### config.mk
export PLATFORM = sky130hd
export DESIGN_NAME = baud_timer_top
export DESIGN_NICKNAME = d
export VERILOG_FILES = /design/src/rtl/baud_timer_pkg.sv /design/src/rtl/bt_sync.sv /design/src/rtl/bt_prescale.sv /design/src/rtl/bt_reload_cnt.sv /design/src/rtl/bt_rate_sel.sv /design/src/rtl/baud_timer_top.sv
export SDC_FILE = /design/constraint.sdc
export NUM_CORES = 1
export LEC_CHECK = 0
export ABC_AREA = 0
export BUFFER_PORTS_ARGS = -buffer_cell sky130_fd_sc_hd__buf_2
export CAP_MARGIN = 20
export CELL_PAD_IN_SITES_DETAIL_PLACEMENT = 1
export CELL_PAD_IN_SITES_GLOBAL_PLACEMENT = 1
export CORE_MARGIN = 3
export CORE_UTILIZATION = 43
export CTS_CLUSTER_SIZE = 14
export DETAILED_ROUTE_END_ITERATION = 6
export GPL_ROUTABILITY_DRIVEN = 0
export HOLD_SLACK_MARGIN = 0.06
export PLACE_DENSITY_LB_ADDON = 0.1
export SYNTH_ARGS = -nofsm -noshare
export SYNTH_HDL_FRONTEND = slang
export SYNTH_SLANG_ARGS = --single-unit
### constraint.sdc
create_clock -name clk_i -period 3.55 [get_ports clk_i]
set_input_delay 0.1775 -clock clk_i [delete_from_list [all_inputs] [get_ports clk_i]]
set_output_delay 0.1775 -clock clk_i [all_outputs]
set_load 0.01 [all_outputs]
### src/rtl/baud_timer_pkg.sv
package baud_timer_pkg;
  localparam int unsigned CNT_W       = 8;
  localparam int unsigned PRE_DIV     = 6;
  localparam int unsigned SYNC_STAGES = 2;

  typedef enum logic {
    SRC_PRESCALE = 1'b0,
    SRC_PIN      = 1'b1
  } src_sel_e;
endpackage

### src/rtl/bt_sync.sv
module bt_sync #(
  parameter int unsigned STAGES  = 2,
  parameter logic        RST_VAL = 1'b0
) (
  input  logic clk_i,
  input  logic rst_ni,
  input  logic d_i,
  output logic q_o
);
  logic [STAGES-1:0] sync_q;

  always_ff @(posedge clk_i or negedge rst_ni) begin
    if (!rst_ni) sync_q[0] <= RST_VAL;
    else         sync_q[0] <= d_i;
  end

  for (genvar i = 1; i < STAGES; i++) begin : g_stage
    always_ff @(posedge clk_i or negedge rst_ni) begin
      if (!rst_ni) sync_q[i] <= RST_VAL;
      else         sync_q[i] <= sync_q[i-1];
    end
  end

  assign q_o = sync_q[STAGES-1];
endmodule

### src/rtl/bt_prescale.sv
module bt_prescale #(
  parameter int unsigned DIV = 6
) (
  input  logic clk_i,
  input  logic rst_ni,
  output logic tick_o
);
  localparam int unsigned PW = (DIV > 1) ? $clog2(DIV) : 1;
  localparam logic [PW-1:0] LAST = PW'(DIV - 1);

  logic [PW-1:0] ph_q;

  always_ff @(posedge clk_i or negedge rst_ni) begin
    if (!rst_ni)          ph_q <= '0;
    else if (ph_q == LAST) ph_q <= '0;
    else                  ph_q <= ph_q + 1'b1;
  end

  assign tick_o = (ph_q == LAST);
endmodule

### src/rtl/bt_reload_cnt.sv
module bt_reload_cnt #(
  parameter int unsigned W = 8
) (
  input  logic         clk_i,
  input  logic         rst_ni,
  input  logic         inc_i,
  input  logic [W-1:0] reload_i,
  output logic [W-1:0] cnt_o,
  output logic         ovf_o
);
  logic [W-1:0] cnt_q;

  assign ovf_o = inc_i && (cnt_q == '1);

  always_ff @(posedge clk_i or negedge rst_ni) begin
    if (!rst_ni)    cnt_q <= '0;
    else if (ovf_o) cnt_q <= reload_i;
    else if (inc_i) cnt_q <= cnt_q + 1'b1;
  end

  assign cnt_o = cnt_q;
endmodule

### src/rtl/bt_rate_sel.sv
module bt_rate_sel (
  input  logic clk_i,
  input  logic rst_ni,
  input  logic ovf_i,
  input  logic dbl_i,
  output logic half_o,
  output logic tick_o
);
  logic half_q, tick_q, tick_d;

  // halving path fires on the overflow that returns the toggle to 0
  assign tick_d = ovf_i && (dbl_i || half_q);

  always_ff @(posedge clk_i or negedge rst_ni) begin
    if (!rst_ni) begin
      half_q <= 1'b0;
      tick_q <= 1'b0;
    end else begin
      if (ovf_i) half_q <= ~half_q;
      tick_q <= tick_d;
    end
  end

  assign half_o = half_q;
  assign tick_o = tick_q;
endmodule

### src/rtl/baud_timer_top.sv
module baud_timer_top
  import baud_timer_pkg::*;
(
  input  logic             clk_i,
  input  logic             rst_ni,
  input  logic             run_i,
  input  logic             gate_en_i,
  input  logic             src_sel_i,
  input  logic             gate_n_i,
  input  logic             evt_pin_i,
  input  logic             dbl_i,
  input  logic [CNT_W-1:0] reload_i,
  output logic             baud_tick_o
);
  logic gate_n_s, evt_s, evt_d, evt_fall;
  logic pre_tick, src_tick, gate_ok, inc, ovf, half_q;
  logic [CNT_W-1:0] cnt_q;
  src_sel_e src;

  bt_sync #(.STAGES(SYNC_STAGES), .RST_VAL(1'b1)) u_gate_sync (
    .clk_i(clk_i), .rst_ni(rst_ni), .d_i(gate_n_i), .q_o(gate_n_s)
  );

  bt_sync #(.STAGES(SYNC_STAGES), .RST_VAL(1'b0)) u_evt_sync (
    .clk_i(clk_i), .rst_ni(rst_ni), .d_i(evt_pin_i), .q_o(evt_s)
  );

  always_ff @(posedge clk_i or negedge rst_ni) begin
    if (!rst_ni) evt_d <= 1'b0;
    else         evt_d <= evt_s;
  end

  assign evt_fall = evt_d & ~evt_s;

  bt_prescale #(.DIV(PRE_DIV)) u_pre (
    .clk_i(clk_i), .rst_ni(rst_ni), .tick_o(pre_tick)
  );

  assign src      = src_sel_e'(src_sel_i);
  assign src_tick = (src == SRC_PIN) ? evt_fall : pre_tick;
  assign gate_ok  = ~gate_en_i | ~gate_n_s;
  assign inc      = run_i & gate_ok & src_tick;

  bt_reload_cnt #(.W(CNT_W)) u_cnt (
    .clk_i(clk_i), .rst_ni(rst_ni), .inc_i(inc), .reload_i(reload_i),
    .cnt_o(cnt_q), .ovf_o(ovf)
  );

  bt_rate_sel u_rate (
    .clk_i(clk_i), .rst_ni(rst_ni), .ovf_i(ovf), .dbl_i(dbl_i),
    .half_o(half_q), .tick_o(baud_tick_o)
  );
endmodule

Word level (Yosys, flattened, before mapping)
Cells that the tools add are included.
- register bits after elaboration: 18
- bits of input ports: 16
- output and inout port bits: 1
- logic and storage cells: 29
- add/sub/neg operators: 2
- eq/ne operators: 2
- mux-type cells: 4
- bitwise operators: 8
- reduce and logical (&&, ||, !) cells: 4
- operators with widths (cell ; number):
    $mux 8 ; 2
    $add 8x1->8 const B ; 1
    $eq 8x8->1 const B ; 1
    $not 1->1 ; 4
    $add 3x1->3 const B ; 1
    $and 1x1->1 ; 3
    $eq 3x3->1 const B ; 1
    $mux 3 ; 1
    $logic_and 1x1->1 ; 2
    $reduce_bool 2->1 ; 1
    $logic_or 1x1->1 ; 1
    $mux 1 ; 1
    $or 1x1->1 ; 1

Logic depth before layout (Yosys ltp)
- word-level depth: 6
- mapped depth: 6

Modules after synthesis
From an unflattened synthesis, not the netlist that was laid out.
- cells, all modules: 71
- area, all modules: 805.8 um2
- by module, submodules not included (module ; times used ; cells each ; area an instance (um2) ; sequential area each (um2)):
    bt_reload_cnt ; 1 ; 48 ; 456.7 ; 200.2
    bt_prescale ; 1 ; 10 ; 116.4 ; 75.1
    bt_rate_sel ; 1 ; 4 ; 66.3 ; 50.0
    baud_timer_top ; 1 ; 5 ; 63.8 ; 25.0
    bt_sync at u_gate_sync ; 1 ; 2 ; 52.6 ; 52.6
    bt_sync at u_evt_sync ; 1 ; 2 ; 50.0 ; 50.0

Least setup slack after synthesis
OpenSTA, ideal clock, no wires.
- path type: flip-flop to flip-flop
- start point: reg u_pre.ph_q[1]
- end point: reg u_cnt.cnt_q[6] (netlist: u_cnt.cnt_o[6])
- setup time: 0.128 ns
- arrival time: 1.315 ns
- required time: 3.422 ns
- slack: 2.107 ns
- cell stages (with the launch flop): 5
- path buffers: 0
- clock period less this slack: 1.443 ns
- cell sequence: dfrtp_1 nor3_4 o2111ai_4 nor3_2 mux2_1
- cells in the longest elaborated chain, start to end: 5
- elaborated cells between the ends (all ways): 6
- those cells by class: 1 x eq/ne; 2 x mux; 1 x bitwise; 2 x reduce/logical
- ends and longest elaborated chain (what ; RTL line ; text):
    start, declared ; bt_prescale.sv:11 ; logic [PW-1:0] ph_q;
    start signal, assigned ; bt_prescale.sv:16 ; else ph_q <= ph_q + 1'b1;
    $eq 3x3->1 * ; bt_prescale.sv:19 ; assign tick_o = (ph_q == LAST);
    $mux 1 * ; baud_timer_top.sv:40 ; assign src_tick = (src == SRC_PIN) ? evt_fall : pre_tick;
    $and 1x1->1 * ; baud_timer_top.sv:42 ; assign inc = run_i & gate_ok & src_tick;
    $logic_and 1x1->1 ; bt_reload_cnt.sv:13 ; assign ovf_o = inc_i && (cnt_q == '1);
    $mux 8 or $reduce_bool 2->1 (tied branches) ; - ;
    end signal, assigned ; bt_reload_cnt.sv:17 ; else if (ovf_o) cnt_q <= reload_i;
    end signal, assigned ; bt_reload_cnt.sv:18 ; else if (inc_i) cnt_q <= cnt_q + 1'b1;
    end, declared ; bt_reload_cnt.sv:11 ; logic [W-1:0] cnt_q;
Every way passes the cells marked *; elsewhere a longest branch is shown, timed or not.
A chain may end at the register's enable or synchronous reset.

Worst setup path in the final report
Same ends and word-level chain as after synthesis.

==> impl_metrics.csv <==
group,metric,value,unit
setup_path,critPathMaxStageDelay,450,ps
drt,routed_via_density,5.36,
setup_path,cp.required,3750,ps
finish,fin_area,1000,sq um
timing,setup_violations,0,
clocking,path_clk_slew,100,ps
grt,met1_usage,0.216,
setup_path,crit_start,"u_pre.ph_q[1]",
logic_synthesis,syn_area_per_cell,11.3,sq um
logic_synthesis,yosys_warnings,0,
grt,busiest_layer,"met2",
floorplanning,dieArea,2500,sq um
setup_path,r2r_setup_slack,1980,ps
drt,ant_nets,0,
placement,dpl_cell_area,933,sq um
flow_run,maxCapViolCount,0,
drt,drcViolationCount,0,
grt,grt_pass1_wl,2990,um
logic_synthesis,ys_types,30,
floorplanning,io_pins,17,
placement,io_buffers,16,
drt,vias,649,
grt,track_usage,0.165,
clocking,cts_resized,0,
setup_path,endpoint,"u_cnt.cnt_o[6]",
placement,dp_slack,2000,ps
clocking,numCtsBuffers,3,
clocking,clockBufferDepth,2,
clocking,cts_tree,"done",
clocking,clockRootBuffer,"clkbuf_4",
worst_hold_path,worst_hold_path_type,"in2reg",
timing,max_freq,636,MHz
timing,worstMarginPinSlew,398,ps
finish,num_antenna_cells,0,
clocking,clk_latency,300,ps
power,peakVddDrop,0.336,mV
floorplanning,rows,15,
logic_synthesis,ys_ff_latch,18,
timing,grt_setup_unrepaired,"false",
power,p_total,0.000471,W
grt,grt_pass1_vias,629,
timing,finClkSkew,7.26,ps
finish,final_cell_mix,"dfrtp_1 (16), buf_2 (16), nand2_1 (8)",
setup_path,crit_slowest_cell,"dfrtp_1",
timing,tns,0,ps
floorplanning,fp.dieW,50.0,um
placement,place_inst,114,
setup_path,cp_max_fo,9,
setup_path,cp-start-kind,"register",
timing,finalCritPeriodShare,0.443,
setup_path,crit_arrival,1770,ps
finish,area_growth,20.0,%
setup_path,path_class,"reg2reg",
grt,met3_usage,0.0634,
status,status,"completed",
logic_synthesis,synth.cell_area,833,sq um
clocking,clock_sink_count,18,
drt,dr.pass1.iters,4,
finish,drive_above_1_share,0.333,
timing,fin_ws,1980,ps
grt,overflow,0,
drt,drt-initial-drc-count,7,
timing,slew_violations,0,
grt,met2_usage,0.250,
timing,max_slew_margin,0.734,
floorplanning,fp.coreArea,1780,sq um
timing,hold_viol,0,
setup_path,r2r_start,"u_pre.ph_q[1]",
grt,antenna_found_initial,0,
placement,dp_hpwl,1300,um
timing,period_needed,1570,ps
logic_synthesis,synth_nets,91,
power,powerDensity,471,nW/um^2
setup_path,cp-end-kind,"register",
power,p_leak,0.451,nW
finish,num-nets-final,114,
setup_path,rr_worst_depth,4,
drt,drt-total-wl,1770,um
floorplanning,start_util,0.467,
setup_path,reg2reg_to,"u_cnt.cnt_o[6]",
drt,routedWlPerCell,14.6,um
logic_synthesis,syn_inst,74,
setup_path,path_cells,"nor3_4 -> o2111ai_4 -> nor3_2 -> mux2_1",
clocking,h-tree-depth,1,
floorplanning,die_y,50.0,um
finish,fin_cells,121,
grt,grt_max_degree,19,
logic_synthesis,synth-seq-area-share,0.544,
synth_stat cells, drive strengths merged:
master   number  share of area
or3           1         0.0075
nor2          4          0.021
and2          1         0.0075
ha            1          0.015
o21ai         6          0.041
xnor2         1          0.011
nor3          4          0.044
a21o          1          0.011
o2111ai       1          0.032
and4          2          0.027
o31ai         1         0.0090
inv           3          0.014
buf           1          0.014
a21oi         4          0.024
mux2i         2          0.024
and3          2          0.015
o2111a        1          0.015
dfstp         2          0.063
a31oi         4          0.030
a21boi        2          0.018
dfrtp        16           0.48
nand2         8          0.036
mux2          1          0.014
nand3         5          0.030
repair_timing:
| action | in CTS | in global routing |
|---|---|---|
| hold endpoints to repair | 18 | 0 |
| buffers inserted | 0 | 0 |
| hold buffers | 3 | 0 |
cell type report:
cell class / count / area (sq um)
fillers: 208 / 783
flip-flops and latches: 18 / 453
multi-input cells: 52 / 358
repair buffers: 19 / 110
clock buffers: 4 / 36.3
well taps: 25 / 31.3
inverters: 3 / 11.3
registers in the layout, indices dropped and copies added (netlist names):
register            cells
u_rate.tick_o           1
u_evt_sync.sync_q       1
u_gate_sync.sync_q      1
u_rate.half_o           1
u_cnt.cnt_o             8
evt_d                   1
u_gate_sync.q_o         1
u_pre.ph_q              3
u_evt_sync.q_o          1
kinds of logic after synthesis:
kind of cell             synth area share
AO/OA/AOI/OAI                       0.179
XOR/XNOR                           0.0105
adder cells (fa/ha/maj)            0.0150
buffers and inverters              0.0270
flip-flops                          0.544
multiplexers                       0.0375
AND/OR/NAND/NOR                     0.188
worst min path at each step:
stage | startpoint | slack, ps | cells after the start | endpoint
floorplan | rst_ni | -120 | 0 | evt_d
global placement | rst_ni | 120 | 1 | u_pre.ph_q[2]
detailed placement | rst_ni | 130 | 1 | u_pre.ph_q[1]
CTS | dbl_i | 90 | 3 | u_rate.tick_o
global route | dbl_i | 100 | 3 | u_rate.tick_o
finish | dbl_i | 90 | 3 | u_rate.tick_o
per-stage QoR:
| step | hold WS (ps) | util |
|---|---|---|
| detailed placement | 131 | 0.524 |
| finish | 91.5 | 0.561 |
| global placement | 125 | 0.524 |
| floorplan | -118 | - |
| CTS | 86.1 | 0.561 |
| global route | 105 | 0.561 |
worst max-delay path, delay by kind of cell, from the launching register on:
family	cells	cell delay, ps
muxes	1	330
and+or+nand+nor	2	480
AOI/OAI and AO/OA	1	200
DFF	1	450
where the power goes:
group	internal [W]	total, W	switching (W)
sequential	0.000230	0.000260	0.0000304
clock	0.0000626	0.000128	0.0000649
combinational	0.0000379	0.0000830	0.0000451
per-layer routing:
| layer | share of wire | vias up |
|---|---|---|
| met3 | 0.047 | 4 |
| met2 | 0.47 | 15 |
| met5 | 0 | - |
| met1 | 0.47 | 316 |
| li1 | - | 314 |
| met4 | 0.014 | 0 |
(Power assumes the default switching activity.)
